<file path="src/rtl/pcm_pkg.sv">
package pcm_pkg;

    localparam int CNT_W    = 10;
    localparam int SAMP_W   = 16;
    localparam int NARROW_W = 8;
    localparam int IDX_W    = $clog2(SAMP_W);

    typedef logic [CNT_W-1:0]  cnt_t;
    typedef logic [SAMP_W-1:0] samp_t;

    typedef enum logic {
        SLOT_NARROW = 1'b0,
        SLOT_WIDE   = 1'b1
    } slot_mode_e;

    typedef struct packed {
        cnt_t       tx_start;
        cnt_t       rx_start;
        slot_mode_e mode;
    } port_cfg_t;

    function automatic logic [CNT_W:0] slot_len(slot_mode_e m);
        return (m == SLOT_WIDE) ? (CNT_W+1)'(SAMP_W) : (CNT_W+1)'(NARROW_W);
    endfunction

    function automatic logic in_window(cnt_t c, cnt_t s, slot_mode_e m);
        logic [CNT_W:0] ce;
        logic [CNT_W:0] se;
        ce = {1'b0, c};
        se = {1'b0, s};
        return (ce >= se) && (ce < se + slot_len(m));
    endfunction

endpackage

</file>
<file path="src/rtl/pcm_frame_timer.sv">
module pcm_frame_timer
    import pcm_pkg::*;
(
    input  logic clk,
    input  logic rst,
    input  logic fsync,
    output logic frame_start,
    output logic run,
    output cnt_t cnt
);
    localparam cnt_t CNT_MAX = '1;

    logic fsync_q;

    assign frame_start = fsync & ~fsync_q;

    always_ff @(posedge clk) begin
        if (rst) begin
            fsync_q <= 1'b0;
            cnt     <= '0;
            run     <= 1'b0;
        end else begin
            fsync_q <= fsync;
            if (frame_start) begin
                cnt <= '0;
                run <= 1'b1;
            end else if (run) begin
                if (cnt == CNT_MAX) run <= 1'b0;
                else                cnt <= cnt + 1'b1;
            end
        end
    end
endmodule

</file>
<file path="src/rtl/pcm_tx_slot.sv">
module pcm_tx_slot
    import pcm_pkg::*;
(
    input  logic       clk,
    input  logic       rst,
    input  logic       frame_start,
    input  logic       run,
    input  cnt_t       cnt,
    input  cnt_t       start,
    input  slot_mode_e mode,
    input  samp_t      sample_in,
    output logic       dtx,
    output logic       dtx_oe
);
    samp_t            tx_buf;
    cnt_t             offset;
    logic [IDX_W-1:0] bit_idx;

    always_ff @(posedge clk) begin
        if (rst)              tx_buf <= '0;
        else if (frame_start) tx_buf <= sample_in;
    end

    assign offset  = cnt - start;
    assign bit_idx = IDX_W'(slot_len(mode) - 1'b1) - offset[IDX_W-1:0];
    assign dtx_oe  = run & in_window(cnt, start, mode);
    assign dtx     = dtx_oe & tx_buf[bit_idx];
endmodule

</file>
<file path="src/rtl/pcm_rx_slot.sv">
module pcm_rx_slot
    import pcm_pkg::*;
(
    input  logic       clk,
    input  logic       rst,
    input  logic       drx,
    input  logic       run,
    input  cnt_t       cnt,
    input  cnt_t       start,
    input  slot_mode_e mode,
    output samp_t      rx_sample,
    output logic       rx_valid
);
    logic  drx_n;
    samp_t rx_sh;
    samp_t next_sh;
    cnt_t  offset;
    logic  take;
    logic  last;

    always_ff @(negedge clk) begin
        if (rst) drx_n <= 1'b0;
        else     drx_n <= drx;
    end

    assign offset  = cnt - start;
    assign take    = run & in_window(cnt, start, mode);
    assign last    = take && ({1'b0, offset} == slot_len(mode) - 1'b1);
    assign next_sh = {rx_sh[SAMP_W-2:0], drx_n};

    always_ff @(posedge clk) begin
        if (rst) begin
            rx_sh     <= '0;
            rx_sample <= '0;
            rx_valid  <= 1'b0;
        end else begin
            rx_valid <= last;
            if (take) rx_sh <= next_sh;
            if (last) begin
                if (mode == SLOT_WIDE) rx_sample <= next_sh;
                else rx_sample <= {{(SAMP_W-NARROW_W){1'b0}}, next_sh[NARROW_W-1:0]};
            end
        end
    end
endmodule

</file>
<file path="src/rtl/pcm_slot_port.sv">
module pcm_slot_port
    import pcm_pkg::*;
(
    input  logic        clk,
    input  logic        rst,
    input  logic        fsync,
    input  logic        drx,
    input  logic [15:0] tx_sample,
    input  logic [9:0]  tx_start,
    input  logic [9:0]  rx_start,
    input  logic        wide_sel,
    output logic        dtx,
    output logic        dtx_oe,
    output logic [15:0] rx_sample,
    output logic        rx_valid
);
    logic      frame_start;
    logic      run;
    cnt_t      cnt;
    port_cfg_t cfg;

    pcm_frame_timer u_timer (
        .clk         (clk),
        .rst         (rst),
        .fsync       (fsync),
        .frame_start (frame_start),
        .run         (run),
        .cnt         (cnt)
    );

    always_ff @(posedge clk) begin
        if (rst) begin
            cfg.tx_start <= '0;
            cfg.rx_start <= '0;
            cfg.mode     <= SLOT_NARROW;
        end else if (frame_start) begin
            cfg.tx_start <= tx_start;
            cfg.rx_start <= rx_start;
            cfg.mode     <= wide_sel ? SLOT_WIDE : SLOT_NARROW;
        end
    end

    pcm_tx_slot u_tx (
        .clk         (clk),
        .rst         (rst),
        .frame_start (frame_start),
        .run         (run),
        .cnt         (cnt),
        .start       (cfg.tx_start),
        .mode        (cfg.mode),
        .sample_in   (tx_sample),
        .dtx         (dtx),
        .dtx_oe      (dtx_oe)
    );

    pcm_rx_slot u_rx (
        .clk       (clk),
        .rst       (rst),
        .drx       (drx),
        .run       (run),
        .cnt       (cnt),
        .start     (cfg.rx_start),
        .mode      (cfg.mode),
        .rx_sample (rx_sample),
        .rx_valid  (rx_valid)
    );
endmodule

</file>
<file path="config.mk">
export PLATFORM = sky130hd
export DESIGN_NAME = pcm_slot_port
export DESIGN_NICKNAME = d
export VERILOG_FILES = /design/src/rtl/pcm_pkg.sv /design/src/rtl/pcm_frame_timer.sv /design/src/rtl/pcm_tx_slot.sv /design/src/rtl/pcm_rx_slot.sv /design/src/rtl/pcm_slot_port.sv
export SDC_FILE = /design/constraint.sdc
export NUM_CORES = 1
export LEC_CHECK = 0
export ABC_CLOCK_PERIOD_IN_PS = 5800
export BUFFER_PORTS_ARGS = -buffer_cell sky130_fd_sc_hd__buf_2
export CORE_MARGIN = 4
export CORE_UTILIZATION = 30
export CTS_BUF_LIST = sky130_fd_sc_hd__clkbuf_4
export CTS_CLUSTER_SIZE = 8
export DETAILED_ROUTE_END_ITERATION = 6
export GPL_TIMING_DRIVEN = 1
export PLACE_DENSITY = 0.46
export SYNTH_ARGS = -nofsm -noshare
export SYNTH_HDL_FRONTEND = slang
export SYNTH_SLANG_ARGS = --single-unit
</file>
<file path="constraint.sdc">
create_clock -name clk -period 5.8 [get_ports clk]
set_clock_uncertainty 0.1 [all_clocks]
set_input_delay 0 -clock clk [delete_from_list [all_inputs] [get_ports clk]]
set_output_delay 0 -clock clk [all_outputs]
set_load 0.02 [all_outputs]
</file>
### Yosys cells after proc, flatten, opt, wreduce, memory -nomap -nowiden

Cells that the tools add are included.

| storage, ports and cells | value |
|---|---|
| latch bits | 0 |
| RAM bits | 0 |
| logic and storage cells | 44 |
| memories | 0 |
| flip-flop bits (word level) | 82 |
| memory bits (read-only) | 0 |
| output and inout bits | 19 |

| cells by class | value |
|---|---|
| shift-type cells | 0 |
| equality and inequality tests | 2 |
| add/sub/neg operators | 7 |
| $lt $le $gt $ge | 5 |
| reductions and logical operators | 5 |
| multiplexer cells | 8 |
| divide/modulo/power cells | 0 |
| multiply operators | 0 |
| bitwise operators | 6 |

Operator list:

| cell | count |
|---|---|
| 10-bit by 5-bit adder with 11-bit output | 2 |
| 10-bit by 11-bit less-than comparator with 1-bit output | 2 |
| 10-bit >= comparator | 2 |
| 16-bit two-way mux | 1 |
| 10-bit by 11-bit == test with 1-bit output | 1 |
| 11-bit by 1-bit subtractor with 11-bit output, second input constant | 1 |
| 10-bit by 1-bit adder with 10-bit output, second input constant | 1 |
| 10-bit == test, second input constant | 1 |
| 10-bit subtractor | 1 |
| 4-bit subtractor | 2 |
| 4-bit by 5-bit less-than comparator with 1-bit output, second input constant | 1 |
| 1-bit two-way mux | 5 |
| 5-bit two-way mux | 1 |
| 1-bit bitwise AND | 4 |
| 1-bit binary-select mux with 4-bit select | 1 |
| 1-bit logical AND | 3 |
| 1-bit NOT | 2 |
| 2-bit AND reduction | 1 |
| 2-bit OR reduction | 1 |

### Depth between registers and ports, before layout

Gate-level depths: netlist of run 1.

| logic depth | value |
|---|---|
| depth after elaboration | 6 |
| gate-level depth with buffers | 18 |
| mapped depth without buffers | 14 |

### Hierarchy

From an unflattened synthesis of run 1, not the netlist that was laid out.

| second synthesis, totals | value |
|---|---|
| cell total of the unflattened synthesis | 540 |
| area, all modules | 4844.6 um^2 |

By module, submodules not included:

| module | area each (um^2) | times used | cells an instance |
|---|---|---|---|
| pcm_rx_slot | 2129.5 | 1 | 265 |
| pcm_tx_slot | 1370.1 | 1 | 142 |
| pcm_slot_port | 752.0 | 1 | 68 |
| pcm_frame_timer | 593.1 | 1 | 65 |

==> impl_metrics.yaml, run 1 <==
grt:
  grt_util_all_layers_pct: 13.6
  use_met3_pct: 2.51
  via_count_of_the_first_global_routing_pass: 4096
  global_route.peak_usage_layer: "met2"
  grt_first_pass_wirelength_mm: 19.8
  use_met1_pct: 18.6
  gr-total-overflow: 0
  grtUsageMet2_pct: 21.2
  grt_start_max_net_pins: 73
  antenna_found_initial: 1
pwr:
  swShare_pct: 30.3
  total_switching_power_uw: 337
  power.share.combinational_pct: 18.7
  p_clk_share_pct: 27.9
  powerDensity_nw_per_um2: 195
  p_leak_uw: 0.00244
  internal_power_uw: 773
  seq_power_share_pct: 53.4
  max-vdd-ir-drop_mv: 0.117
cts:
  cts_tree: "yes"
  cts_buffer_depth: 2
  clkTransAtPathRegs_ps: 140
  cts-buffers-inserted: 9
  post_cts_buffers: 0
  cts-root-buf: "sky130_fd_sc_hd__clkbuf_4"
  clkSinkCount: 82
  worstSkewPairLatency_ps: 480
  cts.htree.levels: 3
floorplanning:
  boundaryPins: 60
  initial_core_util_pct: 30.7
  fp.dieArea_um2: 17700
  die_boundary_height_um: 133
  fp.dieW_um: 133
  core-area_um2: 15300
  rows: 45
synth:
  seq_area_frac_synth_pct: 35.1
  yosysWarnings: 0
  post_synth_instance_area_um2: 4680
  synth_async_sr_flop_share_pct: 0
  synth_edf_count: 0
  synth.distinct_cells: 53
  ys_dominant_reg_cell: "sky130_fd_sc_hd__dfxtp_1"
  post_synth_inst_count: 565
  syn_nets: 653
  postSynthRegisterBits: 82
  syn_area_cell_um2: 8.28
timing:
  finalSetupViolations: 0
  timing.fmax_mhz: 247
  finalHoldViolations: 0
  worstMarginPinSlew_ps: 769
  slew_violations: 0
  max_slew_margin_pct: 48.7
  setup_repair_after_global_routing_missed_its_margin: "false"
  timing.hold.ws_ps: 95.6
  fin_crit_ps: 4060
  timing.final.crit_share_pct: 69.9
  setup_tns_ps: 0
detailed_routing:
  antenna_violating_nets_post_route: 0
  postRouteWirelength_mm: 11.9
  wire_per_inst_um: 13.7
  drtIter0Drc: 220
  post_route_drc_violation_count: 0
  vias_per_cell: 4.78
  dr_total_vias: 4148
  dr.pass1.iters: 4
critical_path:
  crit-reg2reg-capture: "u_rx.rx_sample[15]"
  cp.arrival_ps: 4270
  timing.critical_path.from: "cfg[0]"
  worst_r2r_path_depth: 15
  timing.setup.critical_path_class: "flop to flop"
  setup.reg_to_reg.worst_slack_ps: 1740
  startpoint_type: "flop"
  crit_path_max_fanout: 18
  critical_path.reg2reg.startpoint: "cfg[0]"
  worst_setup_path_endpoint: "u_rx.rx_sample[15]"
  timing.critical_path.to_type: "flop"
  endpoint_required_time_on_the_critical_path_ps: 6010
outcome:
  outcome: "completed"
flow_run:
  timing.max_cap.violations: 0
layout:
  final_cell_mix: "93 x sky130_fd_sc_hd__nand2_1, 82 x sky130_fd_sc_hd__dfxtp_1, 72 x sky130_fd_sc_hd__a21oi_1, 59 x sky130_fd_sc_hd__buf_2, 44 x sky130_fd_sc_hd__nor2_1"
  flow.area_growth_from_synthesis_pct: 21.5
  mostFrequentLayoutCell: "sky130_fd_sc_hd__nand2_1"
  final_nets: 739
  drive_gt1_share_pct: 15.2
  layout_filler_cell_count: 1598
placed_design:
  dpl.hpwl_mm: 8.46
  place.port_buffers: 59
  gp_congestion: 0.864
worst_hold_path:
  worst_hold_path_type: "input pin to flop"
-- Yosys cell counts (3+ instances only) --
cell type,number,area (um^2)
sky130_fd_sc_hd__a21o_1,5,37.5
sky130_fd_sc_hd__a21oi_1,72,360
sky130_fd_sc_hd__and3_1,3,18.8
sky130_fd_sc_hd__buf_1,3,11.3
sky130_fd_sc_hd__buf_2,3,15.0
sky130_fd_sc_hd__clkbuf_1,22,82.6
sky130_fd_sc_hd__dfxtp_1,82,1640
sky130_fd_sc_hd__fa_1,4,80.1
sky130_fd_sc_hd__ha_1,43,538
sky130_fd_sc_hd__inv_1,31,116
sky130_fd_sc_hd__mux2_2,3,33.8
sky130_fd_sc_hd__mux2i_1,19,190
sky130_fd_sc_hd__mux4_2,4,90.1
sky130_fd_sc_hd__nand2_1,93,349
sky130_fd_sc_hd__nand2b_1,5,31.3
sky130_fd_sc_hd__nand3_1,16,80.1
sky130_fd_sc_hd__nand4_1,13,81.3
sky130_fd_sc_hd__nor2_1,44,165
sky130_fd_sc_hd__nor2b_1,10,62.6
sky130_fd_sc_hd__nor3b_1,4,30.0
sky130_fd_sc_hd__o21ai_0,23,115
sky130_fd_sc_hd__or3_1,3,18.8
sky130_fd_sc_hd__xnor2_1,18,158
sky130_fd_sc_hd__xor2_1,6,52.6
-- how the worst min path moves through the flow --
stage,to,cells after the start,slack [ps],from
detailed placement,cfg[3],3,150,rx_start[2]
finish,u_rx.rx_sh[6],3,100,rst
global route,u_rx.rx_sh[7],3,90,rst
CTS,u_rx.rx_sh[7],3,60,rst
global placement,u_timer.fsync_q,2,140,fsync
floorplan,u_timer.fsync_q,1,30,fsync
-- through the flow --
stage | util (%) | instance area (um^2) | setup WS (ps) | total power (uW) | cells
detailed placement | 34.0 | 5180 | 1760 | 796 | 813
CTS | 37.2 | 5680 | 1740 | 1130 | 867
global route | 37.3 | 5690 | 1420 | 1180 | 868
global placement | 34.0 | 5180 | 1900 | 794 | 813
finish | 37.3 | 5690 | 1740 | 1110 | 868
floorplan | - | 4680 | 1720 | 743 | 565
-- repair_timing --
item,4_1_cts,5_1_grt
setup endpoints to repair,0,0
resized for setup,0,0
hold buffers,38,0
hold endpoints to repair,38,0
-- registers in the layout, summed over array words and instances, names as in the netlist --
| register | flops |
|---|---|
| u_timer.fsync_q | 1 |
| cfg | 21 |
| u_rx.rx_sample | 16 |
| u_rx.rx_valid | 1 |
| u_timer.run | 1 |
| u_timer.cnt | 10 |
| u_rx.rx_sh | 15 |
| u_rx.drx_n | 1 |
| u_tx.tx_buf | 16 |
-- per-layer routing --
metal	vias to the layer above	part of all wire [%]
li1	2123	-
met4	0	1.7
met2	58	45
met5	-	0
met1	1951	51
met3	16	2.6
-- kinds of logic after synthesis --
kind of cell	count (synthesis)	share of synthesized area, %
buffers and inverters	59	4.81
AND/OR/NAND/NOR	204	20.4
adder cells (fa/ha/maj)	47	13.2
flip-flops	82	35.1
XOR/XNOR	24	4.49
multiplexers	26	6.71
AO/OA/AOI/OAI	123	15.3
-- worst max-delay path: stages (launching register included) --
cell and delay (ps):
sky130_fd_sc_hd__dfxtp_1 350, sky130_fd_sc_hd__inv_1 60, sky130_fd_sc_hd__ha_1 200, sky130_fd_sc_hd__fa_1 400, sky130_fd_sc_hd__and3_1 220, sky130_fd_sc_hd__nand3_1 100, sky130_fd_sc_hd__xnor2_1 70, sky130_fd_sc_hd__ha_1 200
sky130_fd_sc_hd__nor3b_1 180, sky130_fd_sc_hd__o211ai_1 110, sky130_fd_sc_hd__o32ai_1 350, sky130_fd_sc_hd__o41ai_2 130, sky130_fd_sc_hd__buf_4 240, sky130_fd_sc_hd__or4_1 810, sky130_fd_sc_hd__o21ai_0 280, sky130_fd_sc_hd__a21oi_1 90
-- area by class of cell --
class / count / area (um^2) / area share (%)
diodes: 1 / 2.50 / 0.0440
clock buffers: 10 / 75.1 / 1.32
clock inverters: 7 / 46.3 / 0.814
inverters: 30 / 113 / 1.98
multi-input cells: 424 / 2820 / 49.6
flip-flops and latches: 82 / 1640 / 28.9
well taps: 211 / 264 / 4.64
repair buffers: 103 / 721 / 12.7
-- power groups by stage --
stage,logic (uW),registers (uW),clock network (uW)
floorplan,139,602,2.16
global placement,187,605,2.16
detailed placement,189,606,2.16
CTS,209,593,326
global route,232,596,350
finish,208,593,309
(Power assumes the default switching activity.)
==> inputs of run 2 (changes only) <==
--- a/config.mk
+++ b/config.mk
@@ -5,7 +5,7 @@
 export SDC_FILE = /design/constraint.sdc
 export NUM_CORES = 1
 export LEC_CHECK = 0
-export ABC_CLOCK_PERIOD_IN_PS = 5800
+export ABC_CLOCK_PERIOD_IN_PS = 3500
 export BUFFER_PORTS_ARGS = -buffer_cell sky130_fd_sc_hd__buf_2
 export CORE_MARGIN = 4
 export CORE_UTILIZATION = 30
@@ -13,7 +13,7 @@
 export CTS_CLUSTER_SIZE = 8
 export DETAILED_ROUTE_END_ITERATION = 6
 export GPL_TIMING_DRIVEN = 1
-export PLACE_DENSITY = 0.46
+export PLACE_DENSITY = 0.48
 export SYNTH_ARGS = -nofsm -noshare
 export SYNTH_HDL_FRONTEND = slang
 export SYNTH_SLANG_ARGS = --single-unit
==> constraint.sdc (replaced) <==
create_clock -name clk -period 3.5 [get_ports clk]
set_clock_uncertainty 0.1 [all_clocks]
set_input_delay 0 -clock clk [delete_from_list [all_inputs] [get_ports clk]]
set_output_delay 0 -clock clk [all_outputs]
set_load 0.02 [all_outputs]
==> run 2 against run 1 <==
  * Clock power rose by 110%
  * Largest cell class unchanged
  * Die area did not move
  * Register-to-register slack got worse by 1600 ps
  * Sequential power increased by 66%
==> impl_metrics.yaml, run 2 (synthesis gave the netlist of run 1 again) <==
placed_design:
  place.port_buffers: 59
  dpl_worst_slack_ps: 2.68
  gp_congestion: 0.884
  dpl.hpwl_mm: 8.69
  dp.cells: 825
timing:
  slew_violations: 0
  max_slew_margin_pct: 49.9
  setup_repair_after_global_routing_missed_its_margin: "true"
  timing.hold.ws_ps: 87.2
  fin_crit_ps: 3390
  worstMarginPinSlew_ps: 752
  setup_slack_ps: 110
  finalHoldViolations: 0
  timing.fmax_mhz: 295
  finalSetupViolations: 0
  timing.final.crit_share_pct: 96.9
pwr:
  p_leak_uw: 0.00258
  max-vdd-ir-drop_mv: 0.199
  design_power_total_uw: 2000
  powerDensity_nw_per_um2: 330
detailed_routing:
  antenna_violating_nets_post_route: 0
  post_route_drc_violation_count: 0
  drtIter0Drc: 180
  vias_per_cell: 4.75
  postRouteWirelength_mm: 12.2
  dr.pass1.iters: 4
  wire_per_inst_um: 13.8
  dr_total_vias: 4217
grt:
  gr-total-overflow: 0
  grt_start_max_net_pins: 73
  via_count_of_the_first_global_routing_pass: 4233
  grt_first_pass_wirelength_mm: 20.6
  grt_util_all_layers_pct: 14.3
  antenna_found_initial: 1
floorplanning:
  initial_core_util_pct: 30.7
  boundaryPins: 60
  fp.dieArea_um2: 17700
  core-area_um2: 15300
  die_boundary_height_um: 133
  fp.dieW_um: 133
  rows: 45
cts:
  cts.htree.levels: 3
  clkSinkCount: 82
  clkTransAtPathRegs_ps: 140
  cts_tree: "yes"
  cts-buffers-inserted: 9
  cts_buffer_depth: 2
  cts-root-buf: "sky130_fd_sc_hd__clkbuf_4"
  worstSkewPairLatency_ps: 480
layout:
  mostFrequentLayoutCell: "sky130_fd_sc_hd__nand2_1"
  flow.area_growth_from_synthesis_pct: 29.1
  drive_gt1_share_pct: 20.3
  final_nets: 758
  largestRegisters: "cfg: 21 flops, u_rx.rx_sample: 16 flops, u_tx.tx_buf: 16 flops"
  final_cell_count_no_fill: 887
  largest_register_ff_count: 21
  regMostFlops: "cfg"
  final_cell_mix: "93 x sky130_fd_sc_hd__nand2_1, 81 x sky130_fd_sc_hd__dfxtp_1, 71 x sky130_fd_sc_hd__a21oi_1, 58 x sky130_fd_sc_hd__buf_2, 43 x sky130_fd_sc_hd__nor2_1"
critical_path:
  endpoint_required_time_on_the_critical_path_ps: 3400
  crit_path_max_fanout: 5
  timing.critical_path.to_type: "primary output"
  setup.reg_to_reg.worst_slack_ps: 120
  worst_setup_path_endpoint: "dtx"
  timing.setup.critical_path_class: "flop to primary output"
  startpoint_type: "flop"
  timing.critical_path.from: "cfg[0]"
  critical_path.reg2reg.startpoint: "cfg[0]"
  crit-reg2reg-capture: "u_rx.rx_sample[15]"
  worst_r2r_path_depth: 15
  cp.arrival_ps: 3290
outcome:
  outcome: "completed"
flow_run:
  timing.max_cap.violations: 0
worst_hold_path:
  worst_hold_path_type: "input pin to flop"
==> run 2: changes by cell type in the layout (fill, tap and decap cells not counted), sizes merged <==
cell / previous run / this run
clkinv: 4 / 3
buf: 65 / 82
bufinv: 0 / 2
clkbuf: 10 / 11
==> run 2: worst min-delay path by stage <==
stage / startpoint / endpoint / depth (start not counted)
after floorplan: wide_sel / cfg[0] / 2
after global placement: fsync / u_timer.fsync_q / 2
after detailed placement: tx_sample[5] / u_tx.tx_buf[5] / 3
after CTS: rst / u_rx.rx_sh[4] / 3
after global routing: rst / u_rx.rx_sh[0] / 3
final: rst / u_rx.rx_sh[13] / 3
==> run 2: area by class of cell <==
class,count,area [um^2]
clock inverters,8,96.3
flip-flops and latches,82,1650
repair buffers,122,910
inverters,30,115
multi-input cells,424,2940
fillers,1578,9220
clock buffers,9,67.6
diodes,1,2.50
well taps,211,264
==> run 2: what timing repair did <==
action | in CTS | in global routing
endpoints found under the hold margin | 38 | 0
cloned | 0 | 1
hold buffers | 38 | 0
buffers inserted | 4 | 2
pin swaps | 8 | 10
endpoints found under the setup margin | 3 | 18
resized for setup | 11 | 10
==> run 2: worst max-delay path: stages, from the launching register on <==
cell and delay [ps]:
sky130_fd_sc_hd__dfxtp_4 380, sky130_fd_sc_hd__buf_6 130, sky130_fd_sc_hd__buf_4 130, sky130_fd_sc_hd__fa_2 370
sky130_fd_sc_hd__nand3_2 110, sky130_fd_sc_hd__xnor2_2 110, sky130_fd_sc_hd__ha_1 260, sky130_fd_sc_hd__nor2b_1 140
sky130_fd_sc_hd__o21ai_1 140, sky130_fd_sc_hd__nand2_1 70, sky130_fd_sc_hd__o221a_2 240, sky130_fd_sc_hd__a311oi_2 280
sky130_fd_sc_hd__buf_4 180, sky130_fd_sc_hd__o211a_1 160, sky130_fd_sc_hd__buf_6 120
==> run 2: per-stage QoR <==
| stage | instance area, um^2 | TNS [ps] | utilization, % |
|---|---|---|---|
| after CTS | 5960 | -16.5 | 39.0 |
| after global routing | 6040 | -286 | 39.6 |
| final | 6040 | 0 | 39.6 |
| after global placement | 5340 | 0 | 35.0 |
| after floorplan | 4750 | -89.4 | - |
| after detailed placement | 5340 | 0 | 35.0 |
==> run 2: metal layers <==
layer,track usage (%),vias to the layer above,share of wire (%)
met4,5.72,0,2.3
met2,23.4,64,46
li1,-,2156,-
met5,0,-,0
met3,2.78,21,3.7
met1,18.6,1976,48
==> run 2: where the power goes <==
part / total [uW] / internal (uW) / leakage [uW] / switching, uW
Clock: 634 / 290 / 0.0000869 / 344
Sequential: 985 / 960 / 0.000668 / 24.3
Combinational: 377 / 183 / 0.00182 / 194
Total: 2000 / 1430 / 0.00258 / 562
